--- src/rtl/busadp_pkg.sv ---
// Shared constants and types for the bus adapter control/status block.
// Assumes longword register offsets; all bit positions here are
// decoded by software, so they are fixed rather than parameters.
package busadp_pkg;
    localparam int unsigned OFS_W      = 10;
    localparam logic [OFS_W-1:0] OFS_STAT = 10'h1C8;
    localparam logic [OFS_W-1:0] OFS_VEC  = 10'h1C9;
    localparam logic [OFS_W-1:0] OFS_FPA  = 10'h1CA;
    localparam logic [OFS_W-1:0] OFS_FSA  = 10'h1CB;
    localparam logic [OFS_W-1:0] OFS_DP   = 10'h1D4;

    localparam int unsigned DP_SLOTS   = 8;
    localparam int unsigned DP_LIVE    = 6;
    localparam int unsigned DP_SEL_W   = $clog2(DP_SLOTS);
    localparam int unsigned DP_SEL_LSB = 21;

    localparam int unsigned NERR    = 5;
    localparam int unsigned ERR_LSB = 24;
    localparam int unsigned E_BDP   = 0;
    localparam int unsigned E_MAP   = 1;
    localparam int unsigned E_ILK   = 2;
    localparam int unsigned E_PTO   = 3;
    localparam int unsigned E_SYS   = 4;

    localparam int unsigned B_SUM  = 31;
    localparam int unsigned B_EIE  = 20;
    localparam int unsigned B_INIT = 17;
    localparam int unsigned B_ONE  = 15;

    localparam int unsigned VEC_LSB   = 9;
    localparam int unsigned VEC_W     = 5;
    localparam int unsigned FPA_W     = 16;
    localparam int unsigned FPA_SHIFT = 2;

    typedef enum logic [1:0] {INIT_IDLE, INIT_ADP, INIT_BUS} init_st_t;
    typedef enum logic [2:0] {RD_ZERO, RD_STAT, RD_VEC, RD_FPA, RD_FSA, RD_DP} rd_sel_t;
endpackage

--- src/rtl/busadp_reg_dec.sv ---
// Register offset decoder. Pure combinational logic.
// Turns one host access into write strobes, a read-source select and a
// bad-datapath event. While blank_hi is set, every offset at or above
// the status register is treated as absent.
module busadp_reg_dec
    import busadp_pkg::*;
(
    input  logic                acc_en,
    input  logic                acc_wr,
    input  logic [OFS_W-1:0]    acc_ofs,
    input  logic                blank_hi,
    output logic                wr_stat,
    output logic                wr_vec,
    output logic                dp_bad,
    output rd_sel_t             rd_sel,
    output logic [DP_SEL_W-1:0] dp_idx
);
    logic                live;
    logic [DP_SLOTS-1:0] dp_hit;

    // Access is live unless the adapter-init phase blanks it.
    assign live = acc_en && !(blank_hi && (acc_ofs >= OFS_STAT));

    // One comparator per datapath slot.
    for (genvar g = 0; g < DP_SLOTS; g++) begin : g_slot
        localparam logic [OFS_W-1:0] SLOT_OFS = OFS_DP + OFS_W'(g);
        assign dp_hit[g] = (acc_ofs == SLOT_OFS);
    end

    // Encode the hit slot into an index.
    always_comb begin
        dp_idx = '0;
        for (int i = 0; i < DP_SLOTS; i++)
            if (dp_hit[i]) dp_idx = DP_SEL_W'(i);
    end

    assign wr_stat = live && acc_wr && (acc_ofs == OFS_STAT);
    assign wr_vec  = live && acc_wr && (acc_ofs == OFS_VEC);
    assign dp_bad  = live && (|dp_hit[DP_SLOTS-1:DP_LIVE]);

    // Choose the read source.
    always_comb begin
        rd_sel = RD_ZERO;
        if (live && !acc_wr) begin
            if (acc_ofs == OFS_STAT)          rd_sel = RD_STAT;
            else if (acc_ofs == OFS_VEC)      rd_sel = RD_VEC;
            else if (acc_ofs == OFS_FPA)      rd_sel = RD_FPA;
            else if (acc_ofs == OFS_FSA)      rd_sel = RD_FSA;
            else if (|dp_hit[DP_LIVE-1:0])    rd_sel = RD_DP;
        end
    end
endmodule

--- src/rtl/busadp_err_latch.sv ---
// Sticky error flags, first-failure address capture and the adapter
// interrupt request. A flag that goes from clear to set (or the end of
// an init phase) raises the request when the enable was already set.
// A set takes priority over a same-cycle clear, and over acknowledge.
// Assumes PA_W >= FPA_W + FPA_SHIFT.
module busadp_err_latch
    import busadp_pkg::*;
#(
    parameter int unsigned PA_W = 18,
    parameter int unsigned SA_W = 32
) (
    input  logic             clk,
    input  logic             rst_n,
    input  logic [NERR-1:0]  set_ev,
    input  logic [PA_W-1:0]  pto_addr,
    input  logic [SA_W-1:0]  sys_addr,
    input  logic             clr_wr,
    input  logic [NERR-1:0]  clr_mask,
    input  logic             eie_d,
    input  logic             phase_done,
    input  logic             irq_ack,
    output logic [NERR-1:0]  err_q,
    output logic             eie_q,
    output logic [FPA_W-1:0] fpa_q,
    output logic [SA_W-1:0]  fsa_q,
    output logic             irq_q
);
    logic [NERR-1:0] fresh;
    logic [NERR-1:0] clr;

    assign fresh = set_ev & ~err_q;
    assign clr   = clr_wr ? clr_mask : '0;

    // Error flags and the enable bit.
    always_ff @(posedge clk) begin
        if (!rst_n) begin
            err_q <= '0;
            eie_q <= 1'b0;
        end else begin
            err_q <= (err_q & ~clr) | set_ev;
            if (clr_wr) eie_q <= eie_d;
        end
    end

    // Capture addresses only on the first occurrence.
    always_ff @(posedge clk) begin
        if (!rst_n) begin
            fpa_q <= '0;
            fsa_q <= '0;
        end else begin
            if (fresh[E_PTO]) fpa_q <= pto_addr[FPA_SHIFT +: FPA_W];
            if (fresh[E_SYS]) fsa_q <= sys_addr;
        end
    end

    // Interrupt request: set has priority over acknowledge.
    always_ff @(posedge clk) begin
        if (!rst_n)                                   irq_q <= 1'b0;
        else if (eie_q && ((|fresh) || phase_done))   irq_q <= 1'b1;
        else if (irq_ack)                             irq_q <= 1'b0;
    end
endmodule

--- src/rtl/busadp_init_seq.sv ---
// Two-phase init sequencer: the adapter phase, then the peripheral-bus phase.
// Uses one down-counter shared by both phases. A start request wins over
// everything and restarts the adapter phase. Assumes ADP_CYC and
// BUS_CYC are both at least 1.
module busadp_init_seq
    import busadp_pkg::*;
#(
    parameter int unsigned ADP_CYC = 250,
    parameter int unsigned BUS_CYC = 12250
) (
    input  logic     clk,
    input  logic     rst_n,
    input  logic     start,
    output init_st_t st_q,
    output logic     phase_done
);
    localparam int unsigned MAX_CYC = (ADP_CYC > BUS_CYC) ? ADP_CYC : BUS_CYC;
    localparam int unsigned CNT_W   = $clog2(MAX_CYC + 1);
    localparam logic [CNT_W-1:0] ADP_LD = CNT_W'(ADP_CYC - 1);
    localparam logic [CNT_W-1:0] BUS_LD = CNT_W'(BUS_CYC - 1);

    logic [CNT_W-1:0] cnt_q;

    assign phase_done = (st_q != INIT_IDLE) && (cnt_q == '0) && !start;

    // Phase state and the shared counter.
    always_ff @(posedge clk) begin
        if (!rst_n) begin
            st_q  <= INIT_IDLE;
            cnt_q <= '0;
        end else if (start) begin
            st_q  <= INIT_ADP;
            cnt_q <= ADP_LD;
        end else begin
            case (st_q)
                INIT_ADP: begin
                    if (cnt_q == '0) begin
                        st_q  <= INIT_BUS;
                        cnt_q <= BUS_LD;
                    end else begin
                        cnt_q <= cnt_q - 1'b1;
                    end
                end
                INIT_BUS: begin
                    if (cnt_q == '0) st_q  <= INIT_IDLE;
                    else             cnt_q <= cnt_q - 1'b1;
                end
                default: cnt_q <= '0;
            endcase
        end
    end
endmodule

--- src/rtl/busadp_ctl_regs.sv ---
// Bus adapter control/status register file (top). Decodes host accesses,
// holds the vector offset and the registered read data, and connects
// the error latch and the init sequencer. Read data is updated only on
// reads and is valid the cycle after the request.
module busadp_ctl_regs
    import busadp_pkg::*;
#(
    parameter int unsigned ADP_CYC = 250,
    parameter int unsigned BUS_CYC = 12250,
    parameter int unsigned PA_W    = 18
) (
    input  logic             clk,
    input  logic             rst_n,
    input  logic             acc_en,
    input  logic             acc_wr,
    input  logic [9:0]       acc_ofs,
    input  logic [31:0]      acc_wdata,
    output logic [31:0]      acc_rdata,
    input  logic             ev_pto,
    input  logic [PA_W-1:0]  ev_pto_addr,
    input  logic             ev_sysfail,
    input  logic [31:0]      ev_sys_addr,
    input  logic             ev_ilock,
    input  logic             ev_badmap,
    input  logic             irq_ack,
    output logic             adp_irq,
    output logic             periph_pwr_ok,
    output logic             periph_init
);
    logic                wr_stat, wr_vec, dp_bad, phase_done, eie_q;
    rd_sel_t             rd_sel;
    logic [DP_SEL_W-1:0] dp_idx;
    init_st_t            st_q;
    logic [NERR-1:0]     err_q, set_ev;
    logic [FPA_W-1:0]    fpa_q;
    logic [31:0]         fsa_q, st_word, rd_val;
    logic [VEC_W-1:0]    vec_q;

    busadp_reg_dec u_dec (
        .acc_en   (acc_en),
        .acc_wr   (acc_wr),
        .acc_ofs  (acc_ofs),
        .blank_hi (st_q == INIT_ADP),
        .wr_stat  (wr_stat),
        .wr_vec   (wr_vec),
        .dp_bad   (dp_bad),
        .rd_sel   (rd_sel),
        .dp_idx   (dp_idx)
    );

    // Event bits are ordered to match status bits 24..28.
    always_comb begin
        set_ev        = '0;
        set_ev[E_BDP] = dp_bad;
        set_ev[E_MAP] = ev_badmap;
        set_ev[E_ILK] = ev_ilock;
        set_ev[E_PTO] = ev_pto;
        set_ev[E_SYS] = ev_sysfail;
    end

    busadp_err_latch #(.PA_W(PA_W), .SA_W(32)) u_err (
        .clk        (clk),
        .rst_n      (rst_n),
        .set_ev     (set_ev),
        .pto_addr   (ev_pto_addr),
        .sys_addr   (ev_sys_addr),
        .clr_wr     (wr_stat),
        .clr_mask   (acc_wdata[ERR_LSB +: NERR]),
        .eie_d      (acc_wdata[B_EIE]),
        .phase_done (phase_done),
        .irq_ack    (irq_ack),
        .err_q      (err_q),
        .eie_q      (eie_q),
        .fpa_q      (fpa_q),
        .fsa_q      (fsa_q),
        .irq_q      (adp_irq)
    );

    busadp_init_seq #(.ADP_CYC(ADP_CYC), .BUS_CYC(BUS_CYC)) u_seq (
        .clk        (clk),
        .rst_n      (rst_n),
        .start      (wr_stat && acc_wdata[B_INIT]),
        .st_q       (st_q),
        .phase_done (phase_done)
    );

    assign periph_pwr_ok = (st_q == INIT_IDLE);
    assign periph_init   = (st_q == INIT_BUS);

    // Vector offset register.
    always_ff @(posedge clk) begin
        if (!rst_n)      vec_q <= '0;
        else if (wr_vec) vec_q <= acc_wdata[VEC_LSB +: VEC_W];
    end

    // Assemble the status word and the read mux.
    always_comb begin
        st_word                     = '0;
        st_word[ERR_LSB +: NERR]    = err_q;
        st_word[B_EIE]              = eie_q;
        st_word[B_ONE]              = 1'b1;
        st_word[B_SUM]              = |err_q;
        case (rd_sel)
            RD_STAT: rd_val = st_word;
            RD_VEC:  rd_val = 32'(vec_q) << VEC_LSB;
            RD_FPA:  rd_val = 32'(fpa_q);
            RD_FSA:  rd_val = fsa_q;
            RD_DP:   rd_val = 32'(dp_idx) << DP_SEL_LSB;
            default: rd_val = '0;
        endcase
    end

    // Registered read data, held between reads.
    always_ff @(posedge clk) begin
        if (!rst_n)                  acc_rdata <= '0;
        else if (acc_en && !acc_wr)  acc_rdata <= rd_val;
    end
endmodule

--- config.mk ---
export PLATFORM = sky130hd
export DESIGN_NAME = busadp_ctl_regs
export DESIGN_NICKNAME = d
export VERILOG_FILES = /design/src/rtl/busadp_pkg.sv /design/src/rtl/busadp_reg_dec.sv /design/src/rtl/busadp_err_latch.sv /design/src/rtl/busadp_init_seq.sv /design/src/rtl/busadp_ctl_regs.sv
export SDC_FILE = /design/constraint.sdc
export NUM_CORES = 1
export LEC_CHECK = 0
export ABC_AREA = 1
export CORE_UTILIZATION = 60
export CTS_BUF_LIST = sky130_fd_sc_hd__clkbuf_2 sky130_fd_sc_hd__clkbuf_4 sky130_fd_sc_hd__clkbuf_8
export CTS_CLUSTER_DIAMETER = 40
export DETAILED_ROUTE_END_ITERATION = 8
export DONT_BUFFER_PORTS = 1
export HOLD_SLACK_MARGIN = 0.03
export PLACE_DENSITY_LB_ADDON = 0.15
export SETUP_SLACK_MARGIN = 0.15
export SYNTH_ARGS = -nofsm -noshare
export SYNTH_HDL_FRONTEND = slang
export SYNTH_SLANG_ARGS = --single-unit
--- constraint.sdc ---
create_clock -name clk -period 2.4 [get_ports clk]
set_clock_uncertainty 0.2 [all_clocks]
set_input_delay 0 -clock clk [delete_from_list [all_inputs] [get_ports clk]]
set_output_delay 0 -clock clk [all_outputs]
set_load 0.02 [all_outputs]
# After elaboration in Yosys (flattened, before gate mapping)
# Cells that the tools add are included.
op_classes:
  n_eq_ne: 25
  reduce_logical: 29
  mux: 25
  add_sub_neg: 1
  shifts: 0
  bitwise: 6
  n_lt_le_gt_ge: 1
  div_mod_pow: 0
  multipliers: 0
op_table:
  columns: ["cell", "count"]
  rows:
  - ["32-bit case mux with 5 select lines", 1]
  - ["10-bit by 9-bit == test with 1-bit output (second input constant)", 12]
  - ["3-bit 2-to-1 mux", 10]
  - ["14-bit 2-to-1 mux", 2]
  - ["14-bit case mux with 2 select lines", 1]
  - ["14-bit zero test", 1]
  - ["14-bit by 1-bit subtractor with 14-bit output (second input constant)", 1]
  - ["1-bit logical AND", 12]
  - ["5-bit AND", 2]
  - ["10-bit by 9-bit greater-or-equal comparator with 1-bit output (second input constant)", 1]
  - ["5-bit NOT", 2]
  - ["5-bit OR reduction", 2]
  - ["2-bit 2-to-1 mux", 4]
  - ["8-bit 2-to-1 mux", 1]
  - ["3-bit by 2-bit == test with 1-bit output (second input constant)", 2]
  - ["3-bit == test (second input constant)", 2]
  - ["3-bit by 1-bit != test with 1-bit output (second input constant)", 2]
  - ["3-bit AND reduction", 2]
  - ["2-bit nonzero test", 3]
  - ["6-bit OR reduction", 1]
  - ["5-bit 2-to-1 mux", 1]
  - ["5-bit bitwise OR", 1]
  - ["1-bit 2-to-1 mux", 4]
  - ["2-bit by 1-bit != test with 1-bit output (second input constant)", 2]
  - ["other kinds (12)", 15]
word_totals:
  memories: 0
  latch_bits: 0
  output_inout_bits: 35
  rom_bits: 0
  ramBits: 0
  input_bits: 101
  regBits: 108

# Longest topological paths before layout
# Gate-level depths: netlist of the first run.
depth:
  ltp_word: 12
  depth_mapped: 14
  ltp_nobuf: 14

# Cells and area by module
# A second synthesis of the first run with hierarchy kept.
unflattened:
  cells_unflattened: 743
  area_unflattened_um2: 5046.1
modules_own_cells:
  columns: ["mod", "area_each_um2", "cells_each", "instances"]
  rows:
  - ["busadp_err_latch", 1966.9, 253, 1]
  - ["busadp_ctl_regs", 1771.7, 272, 1]
  - ["busadp_init_seq", 1049.8, 160, 1]
  - ["busadp_reg_dec", 257.7, 58, 1]

# Worst setup path after synthesis of the first run
# OpenSTA, ideal clock, no wires.
synth_path:
  path_kind: "register -> register"
  start: "register u_seq.cnt_q[0]"
  end: "register u_seq.st_q[1]"
  period_less_slack_ns: 1.810
  arrival_time_ns: 1.487
  setup_slack_ns: 0.590
  n_path_buf: 0
  path_stages_with_launch: 10
  path_cell_list: "dfxtp_1 > inv_1 > ha_1 > nand3b_1 > nor3b_1 > nand4_1 > nand2_1 > nand2_1 > a22oi_1 > nor2_1"
synth_via:
  elab_chain_cells: 3
synth_lines:
  columns: ["item", "line_no", "source"]
  rows:
  - ["start, declared", "busadp_init_seq.sv:22", "logic [CNT_W-1:0] cnt_q;"]
  - ["start signal, assigned", "busadp_init_seq.sv:41", "cnt_q <= cnt_q - 1'b1;"]
  - ["start signal, assigned", "busadp_init_seq.sv:46", "else cnt_q <= cnt_q - 1'b1;"]
  - ["14-bit zero test (*)", "busadp_init_seq.sv:37, busadp_init_seq.sv:45", null]
  - ["2-bit by 1-bit != test with 1-bit output (no source line)", null, null]
  - ["3-bit AND reduction (no source line) (*)", null, null]
  - ["end signal, assigned", "busadp_init_seq.sv:32", "st_q <= INIT_ADP;"]
  - ["end signal, assigned", "busadp_init_seq.sv:38", "st_q <= INIT_BUS;"]
  - ["end signal, assigned", "busadp_init_seq.sv:45", "if (cnt_q == '0) st_q <= INIT_IDLE;"]
  - ["end, declared", "busadp_init_seq.sv:14", "output init_st_t st_q,"]
# Mark *: on every way between the ends. The rest lies on a longest branch, timed or not.
# A chain may end at the register's enable or synchronous reset.

# Final worst setup path of the first run
layout_path:
  start: "register u_err.err_q[3]"
  end: "register u_err.fpa_q[8]"
layout_via:
  elab_chain_cells: 2
layout_lines:
  columns: ["item", "line_no", "source"]
  rows:
  - ["start, declared", "busadp_err_latch.sv:22", "output logic [NERR-1:0] err_q,"]
  - ["start signal, assigned", "busadp_err_latch.sv:40", "err_q <= (err_q & ~clr) | set_ev;"]
  - ["5-bit NOT", "busadp_err_latch.sv:31", "assign fresh = set_ev & ~err_q;"]
  - ["5-bit AND", "busadp_err_latch.sv:31", null]
  - ["end signal, assigned", "busadp_err_latch.sv:51", "if (fresh[E_PTO]) fpa_q <= pto_addr[FPA_SHIFT +: FPA_W];"]
  - ["end, declared", "busadp_err_latch.sv:24", "output logic [FPA_W-1:0] fpa_q,"]
# No other way between the ends.

==> results of run 1 <==
[through the flow]
| stage | cell area, um^2 | hold slack, ns |
|---|---|---|
| 3_3_place_gp | 4931 | -0.09512 |
| 5_1_grt | 6280 | 0.1113 |
| 6_report | 6280 | 0.07709 |
| 4_1_cts | 6162 | 0.05157 |
| 2_1_floorplan | 4867 | -0.06510 |
| 3_5_place_dp | 4931 | -0.09058 |
[power by group through the flow]
stage	sequential [mW]	clock (mW)	combinational, mW
after floorplan	1.93	0	0.225
after global placement	1.94	0	0.255
after detailed placement	1.94	0	0.264
after CTS	1.90	1.24	0.422
after global routing	1.91	1.31	0.503
final	1.91	1.24	0.464
[worst register-to-register path, stage by stage (launching register included)]
cell and delay, ns:
dfxtp_1 0.35, nor2_1 0.24, clkinvlp_4 0.29, buf_4 0.23, nor2_1 0.13, nor2_1 0.06
dlygate4sd3_1 0.56
[cells in the mapped netlist]
master,n
xnor2_1,3
dfxtp_1,108
nor2_1,122
inv_2,8
o21ai_0,63
o2111ai_1,1
nor2_4,1
clkbuf_1,18
nor4_1,2
o211ai_1,1
nand3_1,69
buf_2,2
o21ai_1,1
xor2_1,5
a31oi_1,1
a21oi_1,29
nand2_2,3
a21oi_2,1
o22ai_1,1
buf_6,2
nand3_2,3
nand4_1,8
a22oi_1,1
nand2_1,145
nor3b_1,2
nand3b_1,1
buf_1,1
nand4_2,2
ha_1,4
a211oi_1,4
nor3_1,6
inv_1,73
or2_2,2
clkinv_1,2
nor2_2,6
a21oi_4,1
buf_4,2
[path summary, 6_finish.rpt]
path	depth (start not counted)	slack, ns	endpoint
worst min register to register	2	0.26	vec_q[3]
worst min-delay path	8	0.08	acc_rdata[22]
worst max-delay path	6	0.24	u_err.fpa_q[8]
worst max register to register	6	0.24	u_err.fpa_q[8]
[layer usage]
| metal | share of wire [%] | routed length [um] |
|---|---|---|
| met3 | 7.6 | 1092 |
| met5 | 0 | 0 |
| met1 | 40 | 5769 |
| met2 | 49 | 7096 |
| met4 | 3.0 | 429 |
[layout make-up]
type | instances | area [um^2]
well taps | 102 | 127.6
clock buffers | 9 | 123.9
repair buffers | 113 | 1129
multi-input cells | 488 | 2323
fillers | 514 | 1488
clock inverters | 7 | 98.84
flip-flops and latches | 108 | 2162
inverters | 83 | 315.3
[flip-flops by register name (all words and copies together), names as in the netlist]
name,count
u_seq.st_q,2
u_seq.cnt_q,14
vec_q,5
u_err.fpa_q,16
acc_rdata,32
u_err.err_q,5
u_err.fsa_q,32
u_err.eie_q,1
u_err.irq_q,1
[timing repair]
action | CTS | global route
setup endpoints to repair | 0 | 60
endpoints found under the hold margin | 108 | 0
hold buffers | 99 | 0
resized for setup | 0 | 14
buffers inserted | 0 | 7
[cell families (layout without fill, tap and decap cells)]
kind of cell | count (synthesis) | in the layout | synth area share, %
buffers and inverters | 108 | 212 | 8.843
DFF | 108 | 108 | 44.42
adders and majority gates | 4 | 4 | 1.028
and+or+nand+nor | 372 | 372 | 32.83
AOI/OAI and AO/OA | 104 | 104 | 11.44
xor gates and xnor gates | 8 | 8 | 1.440
==> impl_results.md, run 1 <==
* Internal power at 2.666 mW
* Area contributors post-synth: dfxtp_1 (44%), nand2_1 (11%), nor2_1 (9.4%), nand3_1 (7.1%), o21ai_0 (6.5%)
* Number of I/O port buffers at 0
* Initial antenna violation count at 0
* Largest net degree at the start of global routing at 83
* Final Util at 80.85%
* Detail Placement HPWL at 8122 um
* Core area at 0.007767 mm^2
* Setup tns final at 0 ns
* Power Density at 574.4 mW/mm^2
* RSZ-0062 raised after global routing: yes
* Outcome: complete, no violations
* Vias in the first global route at 4881
* Cells after synthesis at 704
* CTS Buf Count at 9
* Crit-path slowest cell: dlygate4sd3_1
* Max FO, Critical Path at 11
* Post-synth cell types at 37
* Avg Vias per Cell at 5.520
* Initial Utilization at 62.66%
* Setup WS post-layout at 0.2366 ns
* Fraction of layout cells with a size suffix above 1 at 8.045%
* Final period util at 90.14%
* TritonCTS clock tree: done
* Worst-path clk slew at 0.10 ns
* DRC at 0
* Crit end category: flip-flop
* Synth area leader: dfxtp_1
* Crit path DAT at 2.22 ns
* Routability cong. at 0.8655
* Peak supply drop at 476.4 uV
* Met3 Use GR at 6.633%
* FMAX at 0.4622 GHz
* Die Span Y at 92.07 um
* Lkg Pwr at 2.893 nW
* Clock power share at 34.3%
* Total power at 3.607 mW
* Global-route wire length before repair at 22490 um
* Max-cap violation count at 0
* Most frequent cells in the layout: nand2_1 (144), nor2_1 (121), dfxtp_1 (108)
* Syn. warnings at 0
* Post-synthesis sequential area ratio at 44.42%
* Part of the power in registers at 52.9%
* Drt wl/cell at 15.81 um
* Post-Syn Nets at 809
* Combinational power share at 12.9%
* Grt ovf at 0
* # diodes at 0
* CP peak stage delay at 0.56 ns
* FF+latch count, synth at 108
* Hold crit path type: in -> reg
* Total GRT Usage at 33.55%
* Area Growth Syn to Fin at 29.02%
* Min Tclk post-route at 2.163 ns
* FF-to-FF Start: u_err.err_q[3]
* Die X at 92.07 um
* Iter 0 DRT Violations at 336
* Switch share at 26.08%
* Worst Max-Slew Pin Slew at 1.117 ns
* DP Worst Slack at 0.2924 ns
* CP bufs+invs at 3
* H-tree levels at 3
* Placement Rows at 32
* Mean post-synth cell area at 6.914 um^2
* Worst Path Required at 2.46 ns
* Top Usage Layer GRT: met2
* Net Switching at 940.7 uW
* Hold Crit Start: acc_ofs[0]
* CP startpoint kind: flip-flop
* Total Wirelength at 14390 um
* CTS sink cnt at 108
* Antenna-violating nets left at 0
* Critical path type: reg -> reg
* Launch point of the worst path: u_err.err_q[3]
* Rel. slew slack at 25.45%
* Most used cell, CP: nor2_1
* Clk buf depth at 2
* Pre-antenna DRT Iters at 7
* Die outline area at 0.008476 mm^2
* Final setup viols at 0
* Delay-heaviest family, CP: buffers and inverters
* Cells along the critical path: nor2_1, clkinvlp_4, buf_4, nor2_1, nor2_1, dlygate4sd3_1
* Placed cell count at 788
* Met2 usage at 59.02%
* Nets@finish at 908
* Root Driver: clkbuf_8
* Grt met1 use at 39.60%
* Via count at 5023
* Post-route insts no fill at 910
* Syn Std Cell Area at 0.004867 mm^2
* Top Ports at 136
* Final hold vios at 0
* Area share of the largest cell type after synthesis at 44.42%
* Worst-Skew Late Latency at 0.36 ns
* Commonest non-fill, non-tap cell in the layout: nand2_1
* Fin. max-slew vios at 0
Power figures use the tool's default switching activity.
==> run 2: changes to the inputs <==
clock period = 2 ns   (was 2.4 ns; I/O delays follow)
==> run 2 against run 1 <==
Hold slack lost 0.077 ns. First-iteration DRC count grew 58%. Largest power group unchanged. Non-clock buffer count grew 24. Critical path depth grew 3. Routed wire length grew 13%. Core utilization grew 7.6 points. Clock power grew 8%. Critical endpoint is now u_seq.cnt_q[12]. Final cell count grew 2.7%. Global-route usage shrank 0.64 points.
==> impl_results.md, run 2 (synthesized netlist as in run 1, its figures left out) <==
* Final instance area at 0.006872 mm^2 (+9.4%)
* Top Ports at 136 (unchanged)
* R2R cell count at 9 (+3)
* Die Span Y at 92.07 um (unchanged)
* Nets@finish at 933 (+2.8%)
* Die outline area at 0.008476 mm^2 (unchanged)
* Vias in the first global route at 4776 (-2.2%)
* Met3 Use GR at 8.375% (+1.7 points)
* Fraction of layout cells with a size suffix above 1 at 19.33% (+11 points)
* Critical R2R Capture: u_seq.cnt_q[12]
* RSZ-0062 raised after global routing: yes
* Hold crit path type: in -> reg
* Root Driver: clkbuf_8
* Reg2Reg Setup Slack at 0.02 ns (-0.22 ns)
* Regs by FF count: acc_rdata (32), u_err.fsa_q (32), u_err.fpa_q (16)
* Placement Rows at 32 (unchanged)
* Iter 0 DRT Violations at 532 (+58%)
* Detail Placement HPWL at 8260 um (+1.7%)
* Max-cap violation count at 0 (unchanged)
* Top Usage Layer GRT: met2
* Die X at 92.07 um (unchanged)
* Hold Crit Start: acc_ofs[0]
* CTS sink cnt at 108 (unchanged)
* CP peak stage delay at 0.34 ns (-0.22 ns)
* Worst Path Required at 2.07 ns (-0.39 ns)
* Total GRT Usage at 32.91% (-0.64 points)
* Hold EP: acc_rdata[21]
* FF-to-FF Start: u_seq.cnt_q[0]
* Crit-path slowest cell: dfxtp_2
* Setup WS post-layout at 0.01758 ns (-0.2190 ns)
* Setup tns final at 0 ns (unchanged)
* Crit end category: flip-flop
* H-tree levels at 3 (unchanged)
* Clk buf depth at 2 (unchanged)
* Dpl cell area at 0.005011 mm^2 (+1.6%)
* Area Growth Syn to Fin at 41.18%
* Outcome: complete, no violations
* # diodes at 0 (unchanged)
* Rel. slew slack at 48.44% (+23 points)
* DP Worst Slack at -0.002350 ns (-0.2947 ns)
* Via count at 5402 (+7.5%)
* Initial antenna violation count at 0 (unchanged)
* CP bufs+invs at 1 (-2)
* Peak supply drop at 550.1 uV (+15%)
* Critical path type: reg -> reg
* Largest net degree at the start of global routing at 83 (unchanged)
* Drt wl/cell at 17.46 um (+10%)
* Lkg Pwr at 3.410 nW (+18%)
* WP depth at 9 (+3)
* Hold Path Depth at 8 (unchanged)
* Fin. max-slew vios at 0 (unchanged)
* Max FO, Critical Path at 4 (-7)
* Antenna-violating nets left at 0 (unchanged)
* CP startpoint kind: flip-flop
* Commonest non-fill, non-tap cell in the layout: nand2_1
* Final hold vios at 0 (unchanged)
* Core area at 0.007767 mm^2 (unchanged)
* CTS Buf Count at 9 (unchanged)
* Worst-path clk slew at 0.10 ns (about the same)
* Grt ovf at 0 (unchanged)
* Worst Max-Slew Pin Slew at 0.7708 ns (-0.3462 ns)
* Initial Utilization at 62.66% (unchanged)
* Met2 usage at 57.65% (-1.4 points)
* Power Density at 619.3 mW/mm^2 (+7.8%)
* FMAX at 0.5044 GHz (+9.1%)
* Most frequent cells in the layout: nand2_1 (120), nor2_1 (114), dfxtp_1 (103)
* Routability cong. at 0.8045 (-7.0%)
* TritonCTS clock tree: done
* Grt met1 use at 38.53% (-1.1 points)
* Worst-Skew Late Latency at 0.38 ns (+0.02 ns)
* Hold slack at 0.0005042 ns (-0.07659 ns)
* Post-route insts no fill at 935 (+2.7%)
* Crit path DAT at 2.05 ns (-0.17 ns)
* Final period util at 99.12% (+9.0 points)
* DRC at 0 (unchanged)
* Avg Vias per Cell at 5.778 (+4.7%)
* Global-route wire length before repair at 22090 um (-1.8%)
* Total Wirelength at 16320 um (+13%)
* Final setup viols at 0 (unchanged)
* Cells along the critical path: inv_2, ha_4, nand3b_1, nor3b_2, nand4_1, nor2_2, o21ai_0, nand2_1, nor2_1
* Delay-heaviest family, CP: simple AND/OR/NAND/NOR gates
* Placed cell count at 797 (+1.1%)
* Number of I/O port buffers at 0 (unchanged)
* Min Tclk post-route at 1.982 ns (-0.1810 ns)
* Pre-antenna DRT Iters at 6 (-1)
-- run 2: cell types whose count changed in the layout (fill, tap and decap cells not counted), sizes merged --
cell,change
buf,+24
bufinv,-2
clkbuf,+2
clkinv,-1
dlygate4sd3,-1
inv,+3
-- run 2: worst max-delay path by stage --
stage,start,end,slack [ns]
final,u_seq.cnt_q[0],u_seq.cnt_q[12],0.02
after global routing,u_seq.cnt_q[1],u_err.irq_q,-0.10
after CTS,u_seq.st_q[1],acc_rdata[23],0.08
after detailed placement,u_seq.cnt_q[0],u_seq.cnt_q[11],-0.002
after global placement,u_seq.cnt_q[0],u_seq.cnt_q[9],0.02
after floorplan,u_seq.cnt_q[0],u_seq.st_q[1],0.19
-- run 2: layout make-up --
cell class,instances,area (um^2)
multi-input combinational,488,2673
sequential,108,2168
timing repair buffer,137,1383
fill,413,895.9
inverter,83,317.8
clock buffer,10,137.6
tap,102,127.6
clock inverter,6,57.56
timing repair inverter,1,7.507
-- run 2: power by group --
part,internal (mW),switching [mW]
Combinational,0.272,0.338
Clock,0.522,0.816
Sequential,2.24,0.0688
Total,3.03,1.22
-- run 2: worst register-to-register path, stage by stage (launching register included) --
cell	delay (ns)
dfxtp_2	0.34
inv_2	0.07
ha_4	0.12
nand3b_1	0.12
nor3b_2	0.23
nand4_1	0.24
nor2_2	0.23
o21ai_0	0.14
nand2_1	0.14
nor2_1	0.05
-- run 2: metal layers --
layer	part of all wire [%]	vias to the layer above
li1	-	2510
met1	38	2540
met2	51	297
met3	8.2	55
met4	3.2	0
met5	0	-
-- run 2: metrics by stage --
stage | total power [mW] | utilization (%)
finish | 4.256 | 88.47
global route | 4.396 | 88.47
CTS | 4.071 | 77.56
detailed placement | 2.656 | 64.51
global placement | 2.643 | 64.51
floorplan | 2.590 | -
-- run 2: repair_timing --
action | CTS | global route
pin swaps | 12 | 23
gates resized for setup | 27 | 95
hold endpoints to repair | 108 | 81
cloned | 2 | 3
hold buffers | 61 | 39
endpoints found under the setup margin | 54 | 68
setup buffers | 9 | 10
==> run 3: changes to the inputs <==
CORE_UTILIZATION = 45   (was 60)
==> run 3 against run 2 <==
The run now ends with hold timing left. Clock power is 9% lower. Sequential power hardly changed. Die area is 33% higher. Setup slack better by 0.044 ns. Via count is 8.5% lower. Register-to-register slack better by 0.04 ns. Power is 4.8% lower. Critical path depth is 2 higher. Largest cell class unchanged.
==> impl_results.md, run 3 (synthesized netlist as in run 1, its figures left out) <==
* Hold Crit Start: rst_n
* Iter 0 DRT Violations at 281 (-47%)
* Post-route insts no fill at 937 (+0.21%)
* Nets@finish at 904 (-3.1%)
* Regs by FF count: acc_rdata (32), u_err.fsa_q (32), u_err.fpa_q (16)
* CTS Buf Count at 9 (unchanged)
* Initial Utilization at 46.73% (-16 points)
* Top Ports at 136 (unchanged)
* Pre-antenna DRT Iters at 5 (-1)
* FMAX at 0.5159 GHz (+2.3%)
* Hold slack at -0.4939 ns (-0.4944 ns)
* Routability cong. at 0.8632 (+7.3%)
* Most frequent cells in the layout: nand2_1 (121), nor2_1 (113), dfxtp_1 (103)
* H-tree levels at 3 (unchanged)
* Final hold vios at 76 (+76)
* Final instance area at 0.006606 mm^2 (-3.9%)
* Total power at 4.050 mW (-4.8%)
* Worst Max-Slew Pin Slew at 0.7583 ns (-0.01254 ns)
* Die Span Y at 106 um (+15%)
* DP Worst Slack at -0.02953 ns (-0.02718 ns)
* Die X at 106 um (+15%)
* Fin. max-slew vios at 0 (unchanged)
* Initial antenna violation count at 0 (unchanged)
* Worst-Skew Late Latency at 0.39 ns (about the same)
* # diodes at 0 (unchanged)
* FF-to-FF Start: u_seq.cnt_q[0]
* Outcome: finished, violations left
* Max FO, Critical Path at 3 (-1)
* Peak supply drop at 484.7 uV (-12%)
* Grt ovf at 0 (unchanged)
* Crit path DAT at 1.98 ns (-0.07 ns)
* Rel. slew slack at 49.28% (+0.84 points)
* Antenna-violating nets left at 0 (unchanged)
* Final setup viols at 0 (unchanged)
* Worst Path Required at 2.04 ns (-0.03 ns)
* Worst-path clk slew at 0.09 ns (about the same)
* Power Density at 613.1 mW/mm^2 (-1.0%)
* Via count at 4941 (-8.5%)
* Critical path type: reg -> reg
* TritonCTS clock tree: done
* Launch point of the worst path: u_seq.cnt_q[0]
* Hold crit path type: in -> reg
* Min Tclk post-route at 1.938 ns (-0.04415 ns)
* DRC at 0 (unchanged)
* Die outline area at 0.01124 mm^2 (+33%)
* Fraction of layout cells with a size suffix above 1 at 19.23% (-0.10 points)
* Setup tns final at 0 ns (unchanged)
* Drt wl/cell at 15.56 um (-11%)
* Largest net degree at the start of global routing at 83 (unchanged)
* Setup WS post-layout at 0.06173 ns (+0.04415 ns)
* Placed cell count at 835 (+4.8%)
* Dpl cell area at 0.005096 mm^2 (+1.7%)
* CP startpoint kind: flip-flop
* Total Wirelength at 14580 um (-11%)
* Final period util at 96.91% (-2.2 points)
* Total GRT Usage at 26.49% (-6.4 points)
* Global-route wire length before repair at 23360 um (+5.7%)
* Max-cap violation count at 0 (unchanged)
* Final Util at 63.42% (-25 points)
* Core area at 0.01042 mm^2 (+34%)
* RSZ-0062 raised after global routing: yes
* Commonest non-fill, non-tap cell in the layout: nand2_1
* Area Growth Syn to Fin at 35.73%
* Number of I/O port buffers at 0 (unchanged)
* Clk buf depth at 2 (unchanged)
* Root Driver: clkbuf_8
* Crit end category: flip-flop
* Vias in the first global route at 4907 (+2.7%)
* Placement Rows at 37 (+16%)
* Avg Vias per Cell at 5.273 (-8.7%)
* Failing checks: hold timing
* CTS sink cnt at 108 (unchanged)
* Lkg Pwr at 3.236 nW (-5.1%)
* Detail Placement HPWL at 8955 um (+8.4%)
[run 3: area by class of cell]
| cell class | instances | area, um^2 |
|---|---|---|
| Multi-Input combinational cell | 488 | 2661 |
| Sequential cell | 108 | 2168 |
| Clock buffer | 11 | 151.4 |
| Timing Repair Buffer | 109 | 1129 |
| Tap cell | 136 | 170.2 |
| Clock inverter | 2 | 12.51 |
| Inverter | 83 | 314.1 |
| Fill cell | 938 | 3810 |
[run 3: what timing repair did]
action,CTS,global route
endpoints found under the setup margin,55,63
buffers inserted,13,3
pin swaps,15,29
hold endpoints to repair,108,76
cloned,3,0
hold buffers,66,4
gates resized for setup,40,82
[run 3: path summary, 6_finish.rpt]
kind / slack [ns] / endpoint / cells after the start
setup / recovery: 0.06 / u_seq.cnt_q[6] / 11
hold / removal: -0.49 / acc_rdata[7] / 2
setup reg to reg: 0.06 / u_seq.cnt_q[6] / 11
hold reg to reg: 0.25 / vec_q[0] / 2
[run 3: per-layer routing]
| metal | up-vias | global-route usage (%) | part of all wire (%) |
|---|---|---|---|
| met1 | 2331 | 31.54 | 43 |
| met5 | - | 0 | 0 |
| li1 | 2439 | - | - |
| met2 | 150 | 45.66 | 49 |
| met4 | 0 | 8.532 | 1.4 |
| met3 | 21 | 7.787 | 6.3 |
[run 3: report_power, final]
group / total, mW / switching (mW) / internal (mW)
combinational: 0.527 / 0.288 / 0.240
sequential: 2.30 / 0.0617 / 2.24
clock: 1.22 / 0.724 / 0.499
total: 4.05 / 1.07 / 2.98
[run 3: worst max-delay path, stage by stage (launching register included)]
cell	delay [ns]
dfxtp_2	0.35
inv_2	0.08
ha_4	0.12
nand3b_1	0.14
nor3_2	0.26
nand2_1	0.12
inv_2	0.08
nand4_1	0.10
nand2_1	0.12
nor2_2	0.06
o21ai_1	0.09
a21oi_1	0.08
